**src/rtl/spf_pkg.sv**
```systemverilog
package spf_pkg;

    localparam int PKT_W    = 30;
    localparam int SLOTS    = 4;
    localparam int BYTE_W   = 8;
    localparam int PAY_W    = PKT_W * SLOTS;
    localparam int HDR_W    = 8;
    localparam int FRAME_W  = HDR_W + PAY_W;
    localparam int BYTES    = FRAME_W / BYTE_W;
    localparam int LFSR_W   = 7;

    localparam logic [3:0]        HDR_MARK  = 4'h5;
    localparam logic [LFSR_W-1:0] LFSR_SEED = 7'h7F;
    localparam logic [PKT_W-1:0]  IDLE_PKT  = '0;

    typedef logic [PKT_W-1:0] pkt_t;

    typedef struct packed {
        logic [3:0]       mark;
        logic [SLOTS-1:0] par;
    } hdr_t;

    typedef struct packed {
        hdr_t             hdr;
        logic [PAY_W-1:0] pay;
    } frame_t;

    typedef logic [BYTES-1:0][BYTE_W-1:0] frame_bytes_t;

    function automatic logic even_par(input pkt_t p);
        return ^p;
    endfunction

    // Fixed whitening mask: the generator restarts from the seed every frame.
    function automatic logic [PAY_W-1:0] keystream();
        logic [LFSR_W-1:0] s;
        logic [PAY_W-1:0]  ks;
        logic              b;
        s  = LFSR_SEED;
        ks = '0;
        for (int k = 0; k < PAY_W; k++) begin
            b             = s[6] ^ s[5];
            ks[PAY_W-1-k] = b;
            s             = {s[LFSR_W-2:0], b};
        end
        return ks;
    endfunction

endpackage

```
**src/rtl/spf_collector.sv**
```systemverilog
module spf_collector
    import spf_pkg::*;
#(
    parameter int N = SLOTS
) (
    input  logic               clk,
    input  logic               rst,
    input  logic               in_valid,
    input  pkt_t               in_pkt,
    output logic               in_ready,
    input  logic               load,
    output pkt_t [N-1:0]       slots,
    output logic [N-1:0]       used
);
    localparam int CNT_W = $clog2(N + 1);
    localparam int IDX_W = (N > 1) ? $clog2(N) : 1;

    logic [CNT_W-1:0] count;
    logic [IDX_W-1:0] wr_idx;
    logic             acc;

    assign in_ready = (count != CNT_W'(N));
    assign acc      = in_valid && in_ready;
    assign wr_idx   = load ? '0 : count[IDX_W-1:0];

    always_ff @(posedge clk) begin
        if (rst) begin
            count <= '0;
            for (int i = 0; i < N; i++) slots[i] <= IDLE_PKT;
        end else begin
            if (load)     count <= acc ? CNT_W'(1) : '0;
            else if (acc) count <= count + 1'b1;
            if (acc) slots[wr_idx] <= in_pkt;
        end
    end

    always_comb begin
        for (int i = 0; i < N; i++) used[i] = (CNT_W'(i) < count);
    end

endmodule

```
**src/rtl/spf_frame_build.sv**
```systemverilog
module spf_frame_build
    import spf_pkg::*;
#(
    parameter int N = SLOTS
) (
    input  pkt_t [N-1:0] slots,
    input  logic [N-1:0] used,
    output frame_t       frame
);
    localparam logic [PAY_W-1:0] KS = keystream();

    logic [PAY_W-1:0] plain;
    logic [N-1:0]     par;

    for (genvar g = 0; g < N; g++) begin : g_slot
        pkt_t p;
        assign p = used[g] ? slots[g] : IDLE_PKT;
        assign par[g] = even_par(p);
        assign plain[PAY_W-1-g*PKT_W -: PKT_W] = p;
    end

    assign frame.hdr.mark = HDR_MARK;
    assign frame.hdr.par  = par;
    assign frame.pay      = plain ^ KS;

endmodule

```
**src/rtl/spf_byte_shifter.sv**
```systemverilog
module spf_byte_shifter
    import spf_pkg::*;
(
    input  logic              clk,
    input  logic              rst,
    input  frame_t            frame_in,
    output logic              load,
    output logic              out_valid,
    output logic              out_sof,
    output logic [BYTE_W-1:0] out_byte
);
    localparam int IDX_W = $clog2(BYTES);

    frame_bytes_t     cur;
    logic [IDX_W-1:0] idx;
    logic             run;

    assign load = !run || (idx == IDX_W'(BYTES - 1));

    always_ff @(posedge clk) begin
        if (rst) begin
            run <= 1'b0;
            idx <= '0;
            cur <= '0;
        end else if (load) begin
            run <= 1'b1;
            idx <= '0;
            cur <= frame_bytes_t'(frame_in);
        end else begin
            idx <= idx + 1'b1;
        end
    end

    assign out_valid = run;
    assign out_sof   = run && (idx == '0);
    assign out_byte  = cur[IDX_W'(BYTES - 1) - idx];

endmodule

```
**src/rtl/sp_frame_packer.sv**
```systemverilog
module sp_frame_packer
    import spf_pkg::*;
(
    input  logic              clk,
    input  logic              rst,
    input  logic              in_valid,
    input  logic [PKT_W-1:0]  in_pkt,
    output logic              in_ready,
    output logic              out_valid,
    output logic              out_sof,
    output logic [BYTE_W-1:0] out_byte
);
    pkt_t [SLOTS-1:0] slots;
    logic [SLOTS-1:0] used;
    logic             load;
    frame_t           frame;

    spf_collector #(.N(SLOTS)) u_coll (
        .clk(clk), .rst(rst), .in_valid(in_valid), .in_pkt(in_pkt),
        .in_ready(in_ready), .load(load), .slots(slots), .used(used)
    );

    spf_frame_build #(.N(SLOTS)) u_build (
        .slots(slots), .used(used), .frame(frame)
    );

    spf_byte_shifter u_shift (
        .clk(clk), .rst(rst), .frame_in(frame), .load(load),
        .out_valid(out_valid), .out_sof(out_sof), .out_byte(out_byte)
    );

endmodule

```
**config.mk**
```make
export PLATFORM = sky130hd
export DESIGN_NAME = sp_frame_packer
export DESIGN_NICKNAME = d
export VERILOG_FILES = /design/src/rtl/spf_pkg.sv /design/src/rtl/spf_collector.sv /design/src/rtl/spf_frame_build.sv /design/src/rtl/spf_byte_shifter.sv /design/src/rtl/sp_frame_packer.sv
export SDC_FILE = /design/constraint.sdc
export NUM_CORES = 1
export LEC_CHECK = 0
export BUFFER_PORTS_ARGS = -buffer_cell sky130_fd_sc_hd__buf_2
export CORE_MARGIN = 2
export CORE_UTILIZATION = 40
export DETAILED_ROUTE_END_ITERATION = 10
export SLEW_MARGIN = 10
export SYNTH_ARGS = -nofsm -noshare
export SYNTH_HDL_FRONTEND = slang
export SYNTH_SLANG_ARGS = --single-unit
export TNS_END_PERCENT = 30
```
**constraint.sdc**
```tcl
create_clock -name clk -period 3.58 [get_ports clk]
set_input_delay 0.179 -clock clk [delete_from_list [all_inputs] [get_ports clk]]
set_output_delay 0.179 -clock clk [all_outputs]
set_load 0.03 [all_outputs]
```
* Word level (Yosys, flattened, before mapping)
Cells that the tools add are included.
** Cells by class
- $add $sub $neg :: 3
- Order comparisons :: 7
- Eq/ne operators :: 2
- Muxes and demuxes :: 13
- Bitwise gates (word level) :: 1
- Reduce and logical (&&, ||, !) cells :: 12
** Operators with widths (count)
- $mux W30 :: 5
- $bwmux W120 :: 1
- $reduce_xor A30 Y1 :: 4
- $demux W30 S2 :: 1
- $not A57 Y57 :: 1
- $bmux W8 S4 :: 1
- $mux W8 :: 1
- $lt A1 B3 Y1 const A :: 2
- $lt A2 B3 Y1 const A :: 2
- $mux W3 :: 2
- $lt A4 B5 Y1 const B :: 1
- $add A4 B1 Y4 const B :: 1
- $eq A4 B4 Y1 const B :: 1
- $logic_not A4 Y1 :: 1
- $sub A4 B4 Y4 const A :: 1
- $add A3 B1 Y3 const B :: 1
- $logic_and A1 B1 Y1 :: 3
- $lt A2 B3 Y1 const B :: 1
- $ne A3 B3 Y1 const B :: 1
- $ge A2 B1 Y1 const B :: 1
- $mux W2 :: 1
- $reduce_bool A2 Y1 :: 1
- $reduce_or A2 Y1 :: 1
- $logic_not A1 Y1 :: 1
- 2 further kinds :: 2
** Storage, ports and cells
- Register bits after elaboration :: 253
- Input port bits :: 33
- Output and inout port bits :: 11
- Logic and storage cells :: 61

* Depth between registers and ports, before layout
Gate-level depths: netlist (run 1).
- Word-level depth :: 8
- Depth in mapped cells :: 8
- Depth with buffers taken out :: 7

* Hierarchy
A second synthesis (run 1) with hierarchy kept.
** Unflattened totals
- Cell total of the unflattened synthesis :: 1376
- Area, all modules :: 12782.3 sq um
** By module, submodules not included
- spf_byte_shifter :: instances 1, cells an instance 678, area an instance 5985.7 sq um, seq. area each 2662.6 sq um
- spf_collector :: instances 1, cells an instance 452, area an instance 4974.8 sq um, seq. area each 2462.4 sq um
- spf_frame_build :: instances 1, cells an instance 246, area an instance 1821.7 sq um, seq. area each 0.0 sq um

* Worst setup path before layout (run 1)
No wires, ideal clock.
- Path type :: flip-flop to output port
- From :: register u_shift.idx[0]
- To :: output port out_sof
- Data arrival time :: 2.073 ns
- Required time :: 3.401 ns
- Setup slack :: 1.328 ns
- Stages on the path, launching flop included :: 7
- Path buffers :: 3
- Path through :: dfxtp_1 > buf_2 > buf_4 > buf_2 > inv_1 > ha_1 > nor4b_1
** Between the ends
- Longest elaborated chain between the ends :: 2
** Ends and longest elaborated chain
- start, declared :: line spf_byte_shifter.sv:15 : logic [IDX_W-1:0] idx;
- start signal, assigned :: line spf_byte_shifter.sv:30 : idx <= idx + 1'b1;
- $logic_not A4 Y1 :: line spf_byte_shifter.sv:35 : assign out_sof = run && (idx == '0);
- $logic_and A1 B1 Y1 :: line spf_byte_shifter.sv:35
- end, declared :: line sp_frame_packer.sv:10 : output logic out_sof,
No other way between the ends.

* Final worst setup path (run 1)
- From :: register u_shift.idx[0]
- To :: output port out_byte[1]
** Between the ends
- Longest elaborated chain between the ends :: 3
** Ends and longest elaborated chain
- $sub A4 B4 Y4 :: line spf_byte_shifter.sv:36 : assign out_byte = cur[IDX_W'(BYTES - 1) - idx];
- $bmux W8 S4 :: line spf_byte_shifter.sv:36
- $mux W8 (implied by the code) :: line spf_byte_shifter.sv:36
- end, declared :: line sp_frame_packer.sv:11 : output logic [BYTE_W-1:0] out_byte
No other way between the ends. The select of a mux whose other input is x is not followed.

==> impl_metrics.json, run 1 <==
{
  "diodes": 0,
  "dr.pass1.iters": 5,
  "tightest_slew_ns": 1.17,
  "synthAdderAreaFrac_pct": 0.459,
  "drt_iter0_drc": 916,
  "post_drt_via_cell_ratio": 5.49,
  "num_rows": 60,
  "grt_max_degree": 181,
  "p_leak_nw": 4.26,
  "antenna_found_initial": 0,
  "cp-end-kind": "primary output",
  "multi_input_area_um2": 5460,
  "swShare_pct": 24.1,
  "max_clock_freq_mhz": 317,
  "setup_viol": 0,
  "cp_data_arrival_time_ns": 2.98,
  "synth_mux_area_share_pct": 8.03,
  "synth_compound_area_share_pct": 13.8,
  "dp_hpwl_mm": 21.4,
  "layout_setup_ws_ns": 0.424,
  "htreeDepth": 1,
  "fin_skew_ns": 0.00968,
  "io_pins": 44,
  "synth-seq-area-share_pct": 46.2,
  "vias": 8756,
  "fin_cells": 1596,
  "synth_warnings": 0,
  "whs_path_depth": 3,
  "dieArea_um2": 28600,
  "slew_headroom_pct": 22.1,
  "syn_inst": 1225,
  "clk_pin_slew_worst_paths_ns": 0.06,
  "cts_tree": "done",
  "status": "finished clean",
  "period_minus_slack_ns": 3.16,
  "cp-start-kind": "flop",
  "yosys.cell_types.count": 32,
  "clkLatencyLatePin_ns": 0.53,
  "clock_path_buffers": 3,
  "p_seq_share_pct": 45.7,
  "drt-total-wl_mm": 32.0,
  "drc": 0,
  "reg2reg_depth": 6,
  "setup_tns_ns": 0,
  "die_y_um": 169,
  "synth.net_count": 1262,
  "avgRoutedWirePerCell_um": 20.0,
  "start_util_pct": 40.6,
  "cts_made_buffers": 27,
  "numClockSinks": 252,
  "yosys.area_share.simple_pct": 16.9,
  "drv_cap": 0,
  "peakVddDrop_mv": 0.272,
  "drtAntennaViolNets": 0,
  "crit_type": "flop to primary output",
  "die_width_um": 169,
  "num-fill-cells": 2591,
  "area_growth_pct": 14.8,
  "post-place-ws_ns": 0.888,
  "pwr-share-comb_pct": 9.7,
  "place_inst": 1519,
  "drive_above_1_share_pct": 12.4,
  "fin_crit_sh_pct": 88.1,
  "synth_top_family_by_area": "simple AND/OR/NAND/NOR gates",
  "power_density_nw_per_um2": 521,
  "required_ns": 3.40,
  "synth-xor-area-share_pct": 10.5,
  "netSwitchingPower_mw": 1.57,
  "grt.overflow.total": 0,
  "final_nets": 1272,
  "gp_congestion": 0.845,
  "hold_viol": 0,
  "cts_root_buf": "clkbuf_16",
  "avgSynthCellArea_um2": 8.91,
  "cp_max_fo": 20,
  "coreArea_um2": 26900,
  "ys_ff_latch": 252,
  "grt_pass1_vias": 8196,
  "grt_pass1_wl_mm": 49.0,
  "hp-class": "input port to flop",
  "track_usage_pct": 22.2,
  "clockPowerShare_pct": 44.7,
  "rsz0062_at_grt": "false",
  "post_cts_buffers": 0,
  "maxSlewViolCount": 0,
  "syn_area_um2": 10900,
  "io_buffers": 43,
  "seq_area_um2": 5050,
  "p_int_mw": 4.95
}
==> per-stage QoR <==
step / util, % / hold WS (ns) / instance area (µm²) / power [mW]
global placement: 42.1 / 0.435 / 11300 / 3.63
global route: 46.6 / 0.0116 / 12500 / 6.74
detailed placement: 42.1 / 0.443 / 11300 / 3.65
floorplan: - / 0.315 / 10900 / 3.44
finish: 46.6 / 0.00377 / 12500 / 6.52
CTS: 46.6 / 0.000500 / 12500 / 6.57
==> worst max-delay path: stages, from the launching register on <==
cell and delay, ns:
dfxtp_2 0.69, buf_4 0.42, mux4_2 0.59, mux4_2 0.53, buf_2 0.20
==> Yosys cell counts <==
cell	number	area [µm²]
xnor3_1	12	270
a21boi_2	1	11.3
nor3_1	8	40.0
buf_2	18	90.1
mux2i_1	2	20.0
nand3_1	70	350
or3_1	3	18.8
nand2_1	314	1180
clkinv_1	1	3.75
a21oi_1	184	921
xnor2_1	84	736
a21o_1	1	7.51
inv_2	1	3.75
mux4_2	38	856
clkbuf_1	75	282
xor2_1	7	61.3
or2_2	1	6.26
o21ai_1	4	20.0
inv_1	4	15.0
buf_4	1	7.51
nor4b_1	1	8.76
a311oi_1	57	499
buf_1	9	33.8
nor2_1	62	233
o31ai_2	2	25.0
xnor2_2	5	81.3
o41ai_2	1	16.3
ha_1	4	50.1
and3_1	1	6.26
o21a_1	1	7.51
dfxtp_1	252	5040
and2_1	1	6.26
==> layout make-up <==
| type | instances | area share [%] |
|---|---|---|
| inverters | 6 | 0.180 |
| multi-input cells | 864 | 43.6 |
| clock inverters | 7 | 0.879 |
| flip-flops and latches | 252 | 40.3 |
| clock buffers | 42 | 6.56 |
| well taps | 341 | 3.41 |
| repair buffers | 84 | 5.09 |
==> placed cells by master (no fill, tap or decap), types with 2 or more instances in the layout <==
cell type      synthesis  layout
dfxtp_1              252     250
ha_1                   4       4
nand3_1               70      70
xor2_1                 7       7
buf_4                  1      10
dfxtp_2                0       2
clkinv_2               0       4
clkbuf_1              75       6
buf_12                 0       3
nor3_1                 8       5
xnor2_1               84      84
nor2_1                62      62
nand2_1              314     313
a311oi_1              57      57
mux4_2                38      38
clkbuf_16              0      27
buf_2                 18      42
bufinv_16              0       3
mux2i_1                2       2
o21ai_1                4       3
nor3_2                 0       3
dlygate4sd3_1          0      28
a21oi_1              184     184
o31ai_2                2       2
or3_1                  3       3
clkbuf_8               0       9
xnor2_2                5       5
inv_1                  4       4
xnor3_1               12      12
==> final timing paths <==
check | to | startpoint | slack (ns)
worst min-delay path | u_coll.slots[76] | in_pkt[16] | 0.004
worst max register to register | u_coll.slots[54] | u_shift.idx[0] | 0.91
worst min register to register | u_shift.cur[71] | u_shift.cur[71] | 0.45
worst max-delay path | out_byte[1] | u_shift.idx[0] | 0.42
==> routing by layer <==
metal  GRT usage [%]  share of wire (%)  vias up
met2            33.5                 44      272
met1            32.8                 46     4209
met3            3.31                7.0       47
met4            6.69                2.8        2
met5            1.74               0.21        -
li1                -                  -     4226
==> power by group through the flow <==
stage               Sequential (mW)  Clock, mW  Combinational, mW
global placement               3.04          0              0.598
floorplan                      3.00          0              0.440
finish                         2.98       2.91              0.630
global route                   2.98       3.07              0.684
CTS                            2.98       2.96              0.634
detailed placement             3.04          0              0.609
==> kinds of logic after synthesis <==
group           after synthesis
compound gates              251
xor+xnor                    108
fa+ha+maj                     4
buf+inv                     109
flops                       252
mux                          40
simple gates                461
==> state kept, by name, summed over array words and instances (netlist names) <==
register           count
u_shift.idx            4
u_coll.slots         120
u_shift.out_valid      1
u_coll.count           3
u_shift.cur          124
==> repair_timing <==
item | CTS | global route
gates resized for setup | 0 | 0
hold buffers | 28 | 0
endpoints found under the hold margin | 108 | 0
(Power assumes the default switching activity.)
==> inputs of run 2 (changes only) <==
==> constraint.sdc (replaced) <==
create_clock -name clk -period 2.66 [get_ports clk]
set_input_delay 0.133 -clock clk [delete_from_list [all_inputs] [get_ports clk]]
set_output_delay 0.133 -clock clk [all_outputs]
set_load 0.03 [all_outputs]
==> run 2 against run 1 <==
Compared with the run above:
- sequential share of layout area shrank 0.94 points
- clock skew barely moved
- clock-buffer cell count down 1
- non-clock buffer count grew 21
- combinational power grew 43%
- highest routed layer is now met4
- largest power group is now clock
==> impl_metrics.json, run 2 (same netlist as run 1, synthesis figures left out) <==
{
  "status": "finished clean",
  "netSwitchingPower_mw": 2.16,
  "post_drt_via_cell_ratio": 5.46,
  "clk_pin_slew_worst_paths_ns": 0.06,
  "tightest_slew_ns": 0.711,
  "antenna_found_initial": 0,
  "dr_wl_met3_mm": 2.28,
  "cp-start-kind": "flop",
  "power_density_nw_per_um2": 701,
  "dr_wl_met2_mm": 14.4,
  "hp-class": "input port to flop",
  "final_core_util_pct": 47.7,
  "crit_chain": "buf_4 > mux4_2 > mux4_2 > buf_2",
  "vias": 8836,
  "dieArea_um2": 28600,
  "drive_above_1_share_pct": 13.6,
  "path_buf_inv": 2,
  "p_leak_nw": 4.41,
  "crit_type": "flop to primary output",
  "max_clock_freq_mhz": 386,
  "swShare_pct": 24.0,
  "io_pins": 44,
  "num_rows": 60,
  "drt-total-wl_mm": 32.5,
  "die_y_um": 169,
  "reg_top3": "u_shift.cur (124), u_coll.slots (120), u_shift.idx (4)",
  "cts_made_buffers": 27,
  "gp_congestion": 0.856,
  "pwr-share-comb_pct": 10.0,
  "avgRoutedWirePerCell_um": 20.1,
  "die_width_um": 169,
  "highest_layer": "met4",
  "clock_path_buffers": 3,
  "fin_crit_sh_pct": 97.5,
  "clockPowerShare_pct": 45.5,
  "fin_skew_ns": 0.00987,
  "rsz0062_at_grt": "false",
  "top_register": "u_shift.cur",
  "clkLatencyLatePin_ns": 0.54,
  "dp_hpwl_mm": 21.9,
  "maxSlewViolCount": 0,
  "slew_headroom_pct": 52.6,
  "p_int_mw": 6.84,
  "numClockSinks": 252,
  "drt_iter0_drc": 802,
  "cp.depth": 4,
  "drv_cap": 0,
  "final_nets": 1293,
  "cts_tree": "done",
  "io_buffers": 43,
  "cp-end-kind": "primary output",
  "grt_pass1_vias": 8273,
  "drc": 0,
  "grt_pass1_wl_mm": 50.0,
  "layout_commonest_cell": "nand2_1",
  "start_util_pct": 40.6,
  "required_ns": 2.53,
  "grt.overflow.total": 0,
  "cts_root_buf": "clkbuf_16",
  "diodes": 0,
  "drt-met1-wl_mm": 15.0,
  "num-fill-cells": 2586,
  "cp_max_fo": 8,
  "crit_path_top_delay_cell": "mux4_2",
  "grt_max_degree": 146,
  "whs_path_depth": 4,
  "cp_data_arrival_time_ns": 2.46,
  "setup_viol": 0,
  "p_seq_share_pct": 44.5,
  "setup_tns_ns": 0,
  "hold_viol": 0,
  "cpMostUsedCell": "mux4_2",
  "reg2reg_depth": 8,
  "drtAntennaViolNets": 0,
  "peakVddDrop_mv": 0.465,
  "area_growth_pct": 17.6,
  "critPathTopFamily": "multiplexers",
  "mostFrequentLayoutCells": "313 x nand2_1, 250 x dfxtp_1, 184 x a21oi_1",
  "largest_reg_flops": 124,
  "slowest_delay_ns": 0.54,
  "htreeDepth": 1,
  "period_minus_slack_ns": 2.59,
  "track_usage_pct": 22.8,
  "coreArea_um2": 26900,
  "dr.pass1.iters": 5
}
-- run 2: cell count changes in the layout (fill, tap and decap cells not counted), sizes merged --
cell | before | now
inv | 5 | 6
dlygate4sd3 | 28 | 31
clkinvlp | 0 | 1
clkinv | 5 | 2
bufbuf | 0 | 1
bufinv | 3 | 5
clkbuf | 42 | 41
buf | 56 | 73
-- run 2: final cells by class --
cell class,instances,area (µm²),share of cell area (%)
clock buffers,41,798,6.22
clock inverters,8,171,1.34
inverters,6,22.5,0.176
multi-input cells,864,5460,42.5
flip-flops and latches,252,5050,39.4
well taps,341,427,3.33
repair buffers,105,901,7.02
-- run 2: worst paths after layout --
kind	from	to	slack, ns
min	in_valid	u_coll.count[0]	0.14
min reg2reg	u_shift.cur[45]	u_shift.cur[45]	0.45
max reg2reg	u_coll.count[0]	u_coll.slots[101]	0.37
max	u_shift.idx[1]	out_byte[3]	0.07
-- run 2: metrics by stage --
stage	total power, mW	hold WS, ns	std cells	area, µm²	worst slack, ns
after floorplan	4.63	0.269	1225	10900	0.454
after global placement	4.93	0.437	1535	11500	0.446
after detailed placement	4.94	0.440	1535	11500	0.377
after CTS	9.05	0.117	1617	12800	0.0223
after global routing	9.31	0.139	1617	12800	0.00632
final	8.99	0.138	1617	12800	0.0661
-- run 2: per-layer routing --
layer / track usage, % / vias up
met2: 34.8 / 283
met5: 0 / -
met1: 33.0 / 4235
met4: 6.35 / 0
met3: 4.10 / 52
li1: - / 4266
-- run 2: worst reg2reg max path: stages, from the launching register on --
cell	delay, ns
dfxtp_1	0.45
inv_2	0.12
ha_1	0.24
a21boi_2	0.33
nand2_1	0.19
or3_1	0.35
buf_4	0.25
nand2_1	0.14
a21oi_1	0.06
-- run 2: repair_timing --
action,in CTS,in global routing
setup endpoints to repair,8,5
pin swaps,0,0
gates resized for setup,3,1
setup buffers,1,0
hold buffers,31,0
hold endpoints to repair,143,0
gates cloned,1,0
-- run 2: power by group through the flow --
stage	Sequential [mW]	Combinational, mW	Clock [mW]
finish	4.00	0.899	4.09
global route	4.01	0.960	4.33
CTS	4.00	0.901	4.15
detailed placement	4.08	0.852	0
global placement	4.08	0.843	0
floorplan	4.03	0.593	0
